File: config.mk
export PLATFORM = sky130hd
export DESIGN_NAME = busoff_recovery
export DESIGN_NICKNAME = d
export VERILOG_FILES = /design/src/rtl/busoff_rec_pkg.sv /design/src/rtl/recessive_run_counter.sv /design/src/rtl/idle_occurrence_counter.sv /design/src/rtl/busoff_recovery.sv
export SDC_FILE = /design/constraint.sdc
export NUM_CORES = 1
export LEC_CHECK = 0
export BUFFER_PORTS_ARGS = -buffer_cell sky130_fd_sc_hd__buf_2
export CAP_MARGIN = 10
export CORE_MARGIN = 10
export CORE_UTILIZATION = 30
export DETAILED_ROUTE_END_ITERATION = 10
export SYNTH_ARGS = -nofsm -noshare
export SYNTH_HDL_FRONTEND = slang
export SYNTH_SLANG_ARGS = --single-unit
File: constraint.sdc
create_clock -name clk -period 2.8 [get_ports clk]
set_input_delay 0.56 -clock clk [delete_from_list [all_inputs] [get_ports clk]]
set_output_delay 0.56 -clock clk [all_outputs]
set_load 0.05 [all_outputs]
File: src/rtl/busoff_rec_pkg.sv
package busoff_rec_pkg;
  localparam int LEC_W = 3;
  localparam logic [LEC_W-1:0] LEC_BIT0 = 3'b101;
  localparam logic [LEC_W-1:0] LEC_NONE = 3'b000;
endpackage

File: src/rtl/recessive_run_counter.sv
module recessive_run_counter #(
  parameter int RUN_LEN = 11
) (
  input  logic clk,
  input  logic rst,
  input  logic enable,
  input  logic bit_tick,
  input  logic bus_rx,
  output logic run_done
);
  localparam int CW = (RUN_LEN > 1) ? $clog2(RUN_LEN) : 1;
  localparam logic [CW-1:0] LAST = CW'(RUN_LEN - 1);

  logic [CW-1:0] cnt_q;

  assign run_done = enable && bit_tick && bus_rx && (cnt_q == LAST);

  always_ff @(posedge clk) begin
    if (rst || !enable) begin
      cnt_q <= '0;
    end else if (bit_tick) begin
      if (!bus_rx || cnt_q == LAST) cnt_q <= '0;
      else                          cnt_q <= cnt_q + 1'b1;
    end
  end
endmodule

File: src/rtl/idle_occurrence_counter.sv
module idle_occurrence_counter #(
  parameter int IDLE_COUNT = 129
) (
  input  logic clk,
  input  logic rst,
  input  logic step,
  output logic last
);
  localparam int CW = (IDLE_COUNT > 1) ? $clog2(IDLE_COUNT) : 1;
  localparam logic [CW-1:0] FINAL = CW'(IDLE_COUNT - 1);

  logic [CW-1:0] occ_q;

  assign last = (occ_q == FINAL);

  always_ff @(posedge clk) begin
    if (rst) begin
      occ_q <= '0;
    end else if (step) begin
      if (last) occ_q <= '0;
      else      occ_q <= occ_q + 1'b1;
    end
  end
endmodule

File: src/rtl/busoff_recovery.sv
module busoff_recovery
  import busoff_rec_pkg::*;
#(
  parameter int RUN_LEN    = 11,
  parameter int IDLE_COUNT = 129
) (
  input  logic             clk,
  input  logic             rst,
  input  logic             bit_tick,
  input  logic             bus_rx,
  input  logic             busoff_evt,
  input  logic             init_wr,
  input  logic             init_wdata,
  output logic             init_bit,
  output logic             busoff,
  output logic             errcnt_clr,
  output logic             lec_wr,
  output logic [LEC_W-1:0] lec_code
);
  logic init_q, busoff_q, clr_q, lec_q;
  logic [LEC_W-1:0] code_q;
  logic count_en, run_done, occ_last;

  // counting only while bus-off and software has released init
  assign count_en = busoff_q && !init_q;

  recessive_run_counter #(.RUN_LEN(RUN_LEN)) u_run (
    .clk      (clk),
    .rst      (rst),
    .enable   (count_en),
    .bit_tick (bit_tick),
    .bus_rx   (bus_rx),
    .run_done (run_done)
  );

  idle_occurrence_counter #(.IDLE_COUNT(IDLE_COUNT)) u_occ (
    .clk  (clk),
    .rst  (rst),
    .step (run_done),
    .last (occ_last)
  );

  always_ff @(posedge clk) begin
    if (rst) begin
      init_q   <= 1'b0;
      busoff_q <= 1'b0;
      clr_q    <= 1'b0;
      lec_q    <= 1'b0;
      code_q   <= LEC_NONE;
    end else begin
      lec_q  <= run_done;
      code_q <= run_done ? LEC_BIT0 : LEC_NONE;
      clr_q  <= 1'b0;
      if (!busoff_q) begin
        if (busoff_evt) begin
          busoff_q <= 1'b1;
          init_q   <= 1'b1;
        end else if (init_wr) begin
          init_q <= init_wdata;
        end
      end else begin
        if (init_wr) init_q <= init_wdata;
        if (run_done && occ_last) begin
          busoff_q <= 1'b0;
          clr_q    <= 1'b1;
        end
      end
    end
  end

  assign init_bit   = init_q;
  assign busoff     = busoff_q;
  assign errcnt_clr = clr_q;
  assign lec_wr     = lec_q;
  assign lec_code   = code_q;
endmodule

**Word level (Yosys, flattened, before mapping)**

Cells that the tools add are included.

- Input bits: 7
- Word-level logic and storage cells: 33
- Flip-flop bits (word level): 19

- Bitwise logic cells: 1
- Reduce and logical (&&, ||, !) cells: 11
- Mux-type cells: 10
- Add/subtract/negate cells: 2
- Equal/unequal tests: 2

Operators with widths:

| operator | count |
|---|---|
| adder 8 x 1 -> 8 bit, second input constant | 1 |
| == test 8 bit, second input constant | 1 |
| two-way mux 8 bit | 1 |
| two-way mux 1 bit | 7 |
| logical AND 1 bit | 5 |
| adder 4 x 1 -> 4 bit, second input constant | 1 |
| == test 4 bit, second input constant | 1 |
| two-way mux 4 bit | 1 |
| logical NOT 1 bit | 3 |
| two-way mux 3 bit | 1 |
| logical OR 1 bit | 2 |
| OR reduction 2 bit | 1 |
| NOT 1 bit | 1 |

**Logic depth before layout (Yosys ltp)**

Gate-level depths: netlist (run 1).

- Depth in word-level cells: 8
- Gate-level depth with buffers: 7

**Modules after synthesis**

A second synthesis (run 1) with hierarchy kept.

- Cell total of the unflattened synthesis: 88
- Area, all modules: 798.3 um^2

Modules (own cells, without submodules):

| module | seq. area each (um^2) | instances | cells an instance | area an instance (um^2) |
|---|---|---|---|---|
| idle_occurrence_counter | 160.2 | 1 | 44 | 397.9 |
| recessive_run_counter | 80.1 | 1 | 28 | 237.7 |
| busoff_recovery | 80.1 | 1 | 16 | 162.7 |

**Least setup slack after synthesis (run 1)**

No wires, ideal clock.

- Path type: reg-to-reg
- From: reg busoff_q, in the netlist busoff
- To: reg u_occ.occ_q[1]
- Stages on the path, launching flop included: 6
- Setup slack: 805 ps
- Arrival: 1874 ps
- Buffers on the path: 1
- Period minus slack after synthesis: 1995 ps
- Cells stage by stage: dfxtp_1 > nand4b_1 > or4_1 > nand2b_1 > buf_6 > a21oi_1

- Cells in the longest elaborated chain, start to end: 4

Ends and longest elaborated chain:

| element | RTL line | source |
|---|---|---|
| start, declared | busoff_recovery.sv:20 | `logic init_q, busoff_q, clr_q, lec_q;` |
| start signal, assigned | busoff_recovery.sv:46 | `busoff_q <= 1'b0;` |
| start signal, assigned | busoff_recovery.sv:56 | `busoff_q <= 1'b1;` |
| start signal, assigned | busoff_recovery.sv:64 | `busoff_q <= 1'b0;` |
| logical AND 1 bit | busoff_recovery.sv:25 | `assign count_en = busoff_q && !init_q;` |
| logical AND 1 bit (3 in series) | recessive_run_counter.sv:16 | `assign run_done = enable && bit_tick && bus_rx && (cnt_q == LAST);` |
| end signal, assigned | idle_occurrence_counter.sv:21 | `else occ_q <= occ_q + 1'b1;` |
| end, declared | idle_occurrence_counter.sv:12 | `logic [CW-1:0] occ_q;` |

No other way between the ends.
A chain may end at the register's enable or synchronous reset.

**Final worst setup path (run 1)**

- From: reg u_occ.occ_q[0]
- To: reg u_occ.occ_q[0]

- Cells in the longest elaborated chain, start to end: 2
- Elaborated cells between the ends (all ways): 3
- Classes of those cells: add/sub: 1; eq/ne: 1; mux: 1

Ends and longest elaborated chain:

| element | RTL line | source |
|---|---|---|
| adder 8 x 1 -> 8 bit / == test 8 bit (equally long branches) | idle_occurrence_counter.sv:21, idle_occurrence_counter.sv:14 |  |
| two-way mux 8 bit (*) | idle_occurrence_counter.sv:20 | `if (last) occ_q <= '0;` |

Every way passes the cells marked *; elsewhere a longest branch is shown, timed or not.

==> flow_summary.ini, run 1 <==
[clocking]
clock_latency_ns = 0.28
hold_buffers = 0
clock-sinks = 16
cts_resized = 0
cts-root-buf = clkbuf_4
cts.clk_slew.worst_paths_ns = 0.08
cts_made_buffers = 3
cts_tree = done
post-cts-setup-buffer-count = 0
htree_levels = 1
clockBufferDepth = 2

[global_route]
first_global_vias = 560
grt.overflow.total = 0
grt.total_usage_pct = 6.13
grt_max_degree = 14
antenna_found_initial = 0
grt_pass1_wl_mm = 2.51

[logic_synthesis]
syn_inst = 91
synth_nets = 102
avgSynthCellArea_um2 = 8.70
ys_seq_area_share_pct = 40.4
synth_top_area_cell = dfxtp_1
synth_top_cell_area_share_pct = 40.4
synth_seq_cells = 16
ys_warn_count = 0
synth.area.top_cells = dfxtp_1 40%, xnor2_1 7.7%, ha_1 6.3%
synth_cell_types = 26
syn_area_um2 = 792

[routing]
first_iter_violations = 29
vias = 637
drt_pre_antenna_iters = 3
drt_wl_total_mm = 1.50
post-route-drc-count = 0
drtAntennaViolNets = 0
wl_per_cell_um = 11.4
vias_per_cell = 4.83

[run_status]
status = finished clean

[worst_hold_path]
holdPathStages = 2
min_from = rst
min_to = init_bit
hp-class = in -> reg

[sta]
rsz0062_at_grt = false
setup_viol = 0
tns_ns = 0
hold_violations = 0
slew_viol_final = 0
period_minus_slack_ns = 1.99
holdWs_ns = 0.486
fin_crit_sh_pct = 71.1
skew_ns = 0.00214
max_clock_freq_ghz = 0.503

[layout]
drive_gt1_share_pct = 19.6
syn_to_final_growth_pct = 11.4
layout.nets = 115
fillCellCount = 262
antenna_cells = 0

[die]
die_area_um2 = 5100
ioPinCount = 14
std_cell_rows = 18
coreArea_um2 = 2500
initial_utilization_pct = 31.7
dieHeight_um = 71.4
die_x_um = 71.4

[critical_path]
slowest_stage = or4_1
r2r_slack_ns = 0.81
path_buf_inv = 1
arrival_ns = 2.16
cpLargestDelayFamily = simple AND/OR/NAND/NOR gates
reg2reg_from = u_occ.occ_q[0]
reg2reg_to = u_occ.occ_q[0]
endpoint_kind = register
cp_max_fo = 9
path_cells = inv_1, ha_1, or4b_1, or4_1, nand2b_1, nor2_1
cpPeakStageDelay_ns = 0.50
reg2regPathDepth = 6
path_class = reg -> reg
critPathLaunchType = register
cp.required_ns = 2.97

[power_and_ir_drop]
fin_total_pwr_uw = 380
p_leak_nw = 0.322
power_density_nw_per_um2 = 431
ir_drop_v = 0.000242

[place]
dpl.hpwl_mm = 1.15
numPortBuffers = 12
place_congestion = 0.903

[flow_run]
maxCapViolCount = 0
-- how the worst max path moves through the flow --
| stage | from | to | cells past startpoint | slack, ns |
|---|---|---|---|---|
| 3_5_place_dp | bus_rx | u_occ.occ_q[5] | 5 | 0.67 |
| 6_report | u_occ.occ_q[0] | u_occ.occ_q[0] | 6 | 0.81 |
| 5_1_grt | u_occ.occ_q[0] | u_occ.occ_q[3] | 6 | 0.67 |
| 2_1_floorplan | busoff | u_occ.occ_q[1] | 5 | 0.80 |
| 4_1_cts | u_occ.occ_q[0] | u_occ.occ_q[4] | 6 | 0.78 |
| 3_3_place_gp | bus_rx | u_occ.occ_q[4] | 5 | 0.71 |
-- routing by layer --
layer,vias to the layer above,track usage [%],share of wire [%]
li1,334,-,-
met1,284,6.90,47
met2,14,7.94,39
met3,5,4.96,12
met4,0,3.23,1.7
met5,-,0,0
-- synthesized netlist by cell type --
cell type / n
nand3_1: 5
dfxtp_1: 16
nor2b_1: 1
a21oi_1: 6
inv_1: 6
or4b_1: 1
conb_1: 1
nor3_1: 5
mux2_2: 1
nand3b_1: 1
nor2_1: 11
or4_1: 1
nand4b_1: 2
buf_4: 3
nor3b_1: 1
xnor2_1: 7
or3b_2: 3
ha_1: 4
nand2_1: 3
o21ai_0: 2
nand4_1: 3
buf_6: 1
nor4_1: 3
mux2i_1: 1
nand2b_1: 2
clkbuf_1: 1
-- sequential cells by signal, summed over array words and instances, names as in the netlist --
signal / cells
busoff: 1
errcnt_clr: 1
init_bit: 1
lec_code: 1
u_occ.occ_q: 8
u_run.cnt_q: 4
-- area by class of cell --
cell class / count / area, um^2 / area share (%)
Multi-Input combinational cell: 64 / 412 / 46.7
Sequential cell: 16 / 320 / 36.3
Tap cell: 30 / 37.5 / 4.26
Inverter: 6 / 22.5 / 2.55
Timing Repair Buffer: 13 / 67.6 / 7.66
Clock buffer: 3 / 22.5 / 2.55
-- per-stage QoR --
step,instance area [um^2],setup slack [ns],util [%],std cells
2_1_floorplan,792,0.805,-,91
3_3_place_gp,860,0.713,34.4,129
3_5_place_dp,860,0.674,34.4,129
4_1_cts,882,0.778,35.3,132
5_1_grt,882,0.672,35.3,132
6_report,882,0.810,35.3,132
-- cells in the final DEF, fill, tap and decap left out, drive strengths merged --
cell type and n:
clkbuf 3, nor2b 1, ha 4, buf 13, or4 1, nor3b 1, nor3 5, nor4 3
or3b 3, nand2b 2, nand2 3, inv 6, nand3 5, or4b 1, nand4b 2, dfxtp 16
nor2 11, nand4 3, mux2 1, conb 1, xnor2 7, mux2i 1, o21ai 2, a21oi 6
nand3b 1
-- cells by family after synthesis --
group / synth area share (%)
flops: 40.4
xor+xnor: 7.74
other cells: 0.473
fa+ha+maj: 6.32
mux: 2.69
compound gates: 5.06
simple gates: 29.7
buf+inv: 7.58
-- where the power goes --
group / leakage [nW] / switching [mW] / internal, mW / total, mW
registers: 0.129 / 0.00254 / 0.230 / 0.232
clock network: 0.0138 / 0.0657 / 0.0500 / 0.116
logic: 0.179 / 0.0222 / 0.0102 / 0.0324
No activity file was read; power rests on OpenSTA's default activity.
==> run 2, diff against run 1 <==
- ABC_AREA: unset -> 1
- clock period: 2.8 -> 1.7 ns (I/O delays scaled with it)
==> flow_summary.ini, run 2 <==
[flow_run]
maxCapViolCount = 0

[routing]
vias_per_cell = 4.28
wl_per_cell_um = 9.36
vias = 801
post-route-drc-count = 0
drtAntennaViolNets = 0
drt_pre_antenna_iters = 4
first_iter_violations = 45
drt_wl_total_mm = 1.75

[logic_synthesis]
syn_area_um2 = 952
synth_top_cell_area_share_pct = 33.6
synth_most_common_cell = nand2_1
ys_seq_area_share_pct = 33.6
syn_inst = 131
synth.area.top_cells = dfxtp_1 34%, nand2_1 12%, inv_1 7.1%
avgSynthCellArea_um2 = 7.27
ys_warn_count = 0
synth_top_area_cell = dfxtp_1
async_flop_share_pct = 0
synth_nets = 142
synth_seq_cells = 16
ys.flop_type = dfxtp_1
synth_edf_count = 0
netlist_top_cells_count = 30 x nand2_1, 18 x inv_1, 16 x dfxtp_1, 16 x nor2_1, 7 x nand3_1
synth_cell_types = 26

[global_route]
antenna_found_initial = 0
grt.overflow.total = 0
grt_busiest_layer = met2
grt.met1_usage_pct = 7.94
grt_max_degree = 10
grtUsageMet3_pct = 3.07
met2_usage_pct = 10.5
grt_pass1_wl_mm = 3.35
first_global_vias = 817
grt.total_usage_pct = 6.59

[clocking]
hold_buffers = 0
cts_tree = done
clock-sinks = 16
cts_made_buffers = 3
cts-root-buf = clkbuf_4
clockBufferDepth = 2
post-cts-setup-buffer-count = 0
clock_latency_ns = 0.29
cts.clk_slew.worst_paths_ns = 0.09
cts_resized = 0
htree_levels = 1

[die]
initial_utilization_pct = 31.2
ioPinCount = 14
dieHeight_um = 76.3
std_cell_rows = 20
coreArea_um2 = 3050
die_area_um2 = 5830
die_x_um = 76.3

[sta]
skew_ns = 0.00431
tns_ns = 0
max_clock_freq_ghz = 0.732
setup_slack_ns = 0.333
slew_viol_final = 0
period_minus_slack_ns = 1.37
fin_crit_sh_pct = 80.4
rsz0062_at_grt = false
hold_violations = 0
setup_viol = 0
holdWs_ns = 0.296

[place]
place_congestion = 0.798
dpl.hpwl_mm = 1.49
post-place-ws_ns = 0.351
numPortBuffers = 12
dp.cells = 183
postPlaceCellArea_um2 = 1040

[layout]
final-seq-area_um2 = 320
final_cells = 187
syn_to_final_growth_pct = 12.7
layout.nets = 155
final_common_cell = nand2_1
antenna_cells = 0
final_util_pct = 35.2
fillCellCount = 352
mostFrequentLayoutCells = 30 x nand2_1, 18 x inv_1, 16 x nor2_1, 16 x dfxtp_1, 12 x buf_2
max_flop_register = u_occ.occ_q
drive_gt1_share_pct = 26.6
largest_registers = u_occ.occ_q (8), u_run.cnt_q (4)
postLayoutCellArea_um2 = 1070
multi_input_area_um2 = 527
largest_reg_flops = 8

[run_status]
status = finished clean

[critical_path]
cp.required_ns = 1.89
path_class = reg -> reg
endpoint_kind = register
critPathLaunchType = register
arrival_ns = 1.56
cp_max_fo = 9

[power_and_ir_drop]
fin_total_pwr_uw = 714
power_density_nw_per_um2 = 665
p_leak_nw = 0.495
ir_drop_v = 0.000404

[worst_hold_path]
hp-class = in -> reg
-- run 2: changes by cell type in the layout (fill, tap and decap cells not counted), moves of 3 or more --
cell     previous run  this run
xnor2_1             7         0
nor2_1             11        16
nand2_1             3        30
nand2_2             0         3
inv_1               6        18
or3b_2              3         0
nor3_1              5         0
nand3_2             0         3
nor4_1              3         0
nor2_2              0         6
-- run 2: layout make-up --
class	count	share of cell area, %
Timing Repair Buffer	12	5.59
Sequential cell	16	29.8
Multi-Input combinational cell	91	49.1
Tap cell	44	5.13
Clock buffer	4	3.38
Inverter	20	6.99
-- run 2: logic make-up after synthesis --
group / Yosys count / synth area share [%]
xor+xnor: 2 / 1.84
flops: 16 / 33.6
fa+ha+maj: 4 / 5.26
simple gates: 72 / 39.7
buf+inv: 24 / 11.0
compound gates: 12 / 8.15
other cells: 1 / 0.394
-- run 2: path summary, 6_finish.rpt --
| check | from | endpoint | slack [ns] | cells past startpoint |
|---|---|---|---|---|
| worst max register to register | u_run.cnt_q[0] | u_occ.occ_q[7] | 0.33 | 9 |
| worst min-delay path | init_wdata | init_bit | 0.30 | 3 |
| worst min register to register | u_occ.occ_q[6] | u_occ.occ_q[6] | 0.51 | 2 |
| worst max-delay path | u_run.cnt_q[0] | u_occ.occ_q[7] | 0.33 | 9 |
-- run 2: report_power, final --
group | total (mW) | switching (mW) | internal (mW)
logic | 0.0746 | 0.0538 | 0.0207
registers | 0.386 | 0.00572 | 0.380
clock network | 0.254 | 0.123 | 0.130
-- run 2: per-layer routing --
| layer | share of wire (%) | vias up |
|---|---|---|
| met3 | 5.4 | 2 |
| met5 | 0 | - |
| met1 | 50 | 360 |
| met4 | 0.46 | 0 |
| li1 | - | 424 |
| met2 | 44 | 15 |
-- run 2: critical path, cell delays in order (launching register included) --
cell and delay, ns:
dfxtp_1 0.34, inv_1 0.08, ha_1 0.21, nand2_1 0.08, nor2_2 0.16, nand2_4 0.12, nor2_2 0.14, nor2_1 0.05
nand2_1 0.06, nor2_1 0.03
==> run 3, diff against run 2 <==
- clock period: 1.7 -> 1.1 ns (I/O delays scaled with it)
==> flow_summary.ini, run 3 (same netlist as run 2, synthesis figures left out) <==
[layout]
drive_gt1_share_pct = 45.6
largest_reg_flops = 8
postLayoutCellArea_um2 = 1320
final_common_cell = nand2_1
final_util_pct = 43.2
final_cells = 204
mostFrequentLayoutCells = 26 x nand2_1, 16 x inv_1, 16 x buf_4, 14 x nor2_1, 10 x dfxtp_1
syn_to_final_growth_pct = 38.5
antenna_cells = 0
max_flop_register = u_occ.occ_q
layout.nets = 172
largest_registers = u_occ.occ_q (8), u_run.cnt_q (4)

[die]
std_cell_rows = 20
coreArea_um2 = 3050
ioPinCount = 14
initial_utilization_pct = 31.2
die_area_um2 = 5830
die_x_um = 76.3
dieHeight_um = 76.3

[worst_hold_path]
hp-class = in -> reg

[run_status]
status = finished with violations
violations = setup timing

[critical_path]
cp.required_ns = 1.35
cpLargestDelayFamily = simple AND/OR/NAND/NOR gates
arrival_ns = 1.45
critPathLaunchType = register
cp_max_fo = 4
path_cells = inv_2, ha_4, nand3_4, nor2_4, nand2_2, nand2_2, nand2_2, nor2_2
slowest_stage = dfxtp_2
cpPeakStageDelay_ns = 0.34
endpoint_kind = register
cp_common_cell = nand2_2
path_class = reg -> reg
path_buf_inv = 1

[clocking]
cts_made_buffers = 3
htree_levels = 1
clock_latency_ns = 0.30
clockBufferDepth = 2
cts-root-buf = clkbuf_4
cts.clk_slew.worst_paths_ns = 0.10
cts_tree = done
clock-sinks = 16

[sta]
rsz0062_at_grt = true
holdWs_ns = 0.175
setup_viol = 12
hold_violations = 0
max_clock_freq_ghz = 0.834
period_minus_slack_ns = 1.20
tns_ns = -0.737
skew_ns = 0.00399
slew_viol_final = 0
setup_slack_ns = -0.0991
fin_crit_sh_pct = 109

[place]
numPortBuffers = 12
dp.cells = 197
dpl.hpwl_mm = 1.61
place_congestion = 0.791
post-place-ws_ns = -0.106
postPlaceCellArea_um2 = 1180

[global_route]
grt.overflow.total = 0
grt_pass1_wl_mm = 3.86
first_global_vias = 911
antenna_found_initial = 0
grt.total_usage_pct = 7.68
grt_max_degree = 10

[routing]
drt_wl_total_mm = 2.24
wl_per_cell_um = 11.0
post-route-drc-count = 0
vias = 880
vias_per_cell = 4.31
drtAntennaViolNets = 0
drt_pre_antenna_iters = 4
first_iter_violations = 60

[power_and_ir_drop]
power_density_nw_per_um2 = 838
fin_total_pwr_mw = 1.11
ir_drop_v = 0.000669
p_leak_nw = 0.586

[flow_run]
maxCapViolCount = 0
-- run 3: cell types whose count changed in the layout (fill, tap and decap cells not counted), sizes merged --
cell	change
clkinv	+1
clkbuf	-1
buf	+16
nor2	+1
-- run 3: worst paths after layout --
path                            slack [ns]  depth (start not counted)           start              to
worst min register to register        0.52                          2  u_occ.occ_q[7]  u_occ.occ_q[7]
worst min-delay path                  0.18                          3      init_wdata        init_bit
worst max-delay path                  -0.1                          8  u_run.cnt_q[0]  u_occ.occ_q[4]
worst max register to register        -0.1                          8  u_run.cnt_q[0]  u_occ.occ_q[4]
-- run 3: report_power, final --
part | switching (mW) | leakage, nW | internal, mW | total, mW
sequential | 0.0147 | 0.133 | 0.586 | 0.601
combinational | 0.0968 | 0.438 | 0.0658 | 0.163
clock | 0.209 | 0.0154 | 0.132 | 0.342
-- run 3: what timing repair did --
item	4_1_cts	5_1_grt
setup buffers	1	1
setup endpoints to repair	18	20
resized for setup	12	15
pin swaps	4	2
hold buffers	0	0
cloned	1	0
-- run 3: cell type report --
cell class	count	area [um^2]
Clock buffer	3	22.5
Clock inverter	1	3.75
Fill cell	303	1730
Inverter	20	77.6
Multi-Input combinational cell	92	599
Sequential cell	16	335
Tap cell	44	55.1
Timing Repair Buffer	28	225
-- run 3: routing by layer --
metal  share of wire (%)  GRT usage, %
met3                 5.6          3.54
met5                   0             0
met4                 1.3          2.23
met2                  48          12.7
met1                  45          8.63
-- run 3: tightest hold or removal path, cell delays in order --
cell and delay (ns):
buf_2 0.09, a221oi_2 0.05, nor2_1 0.08
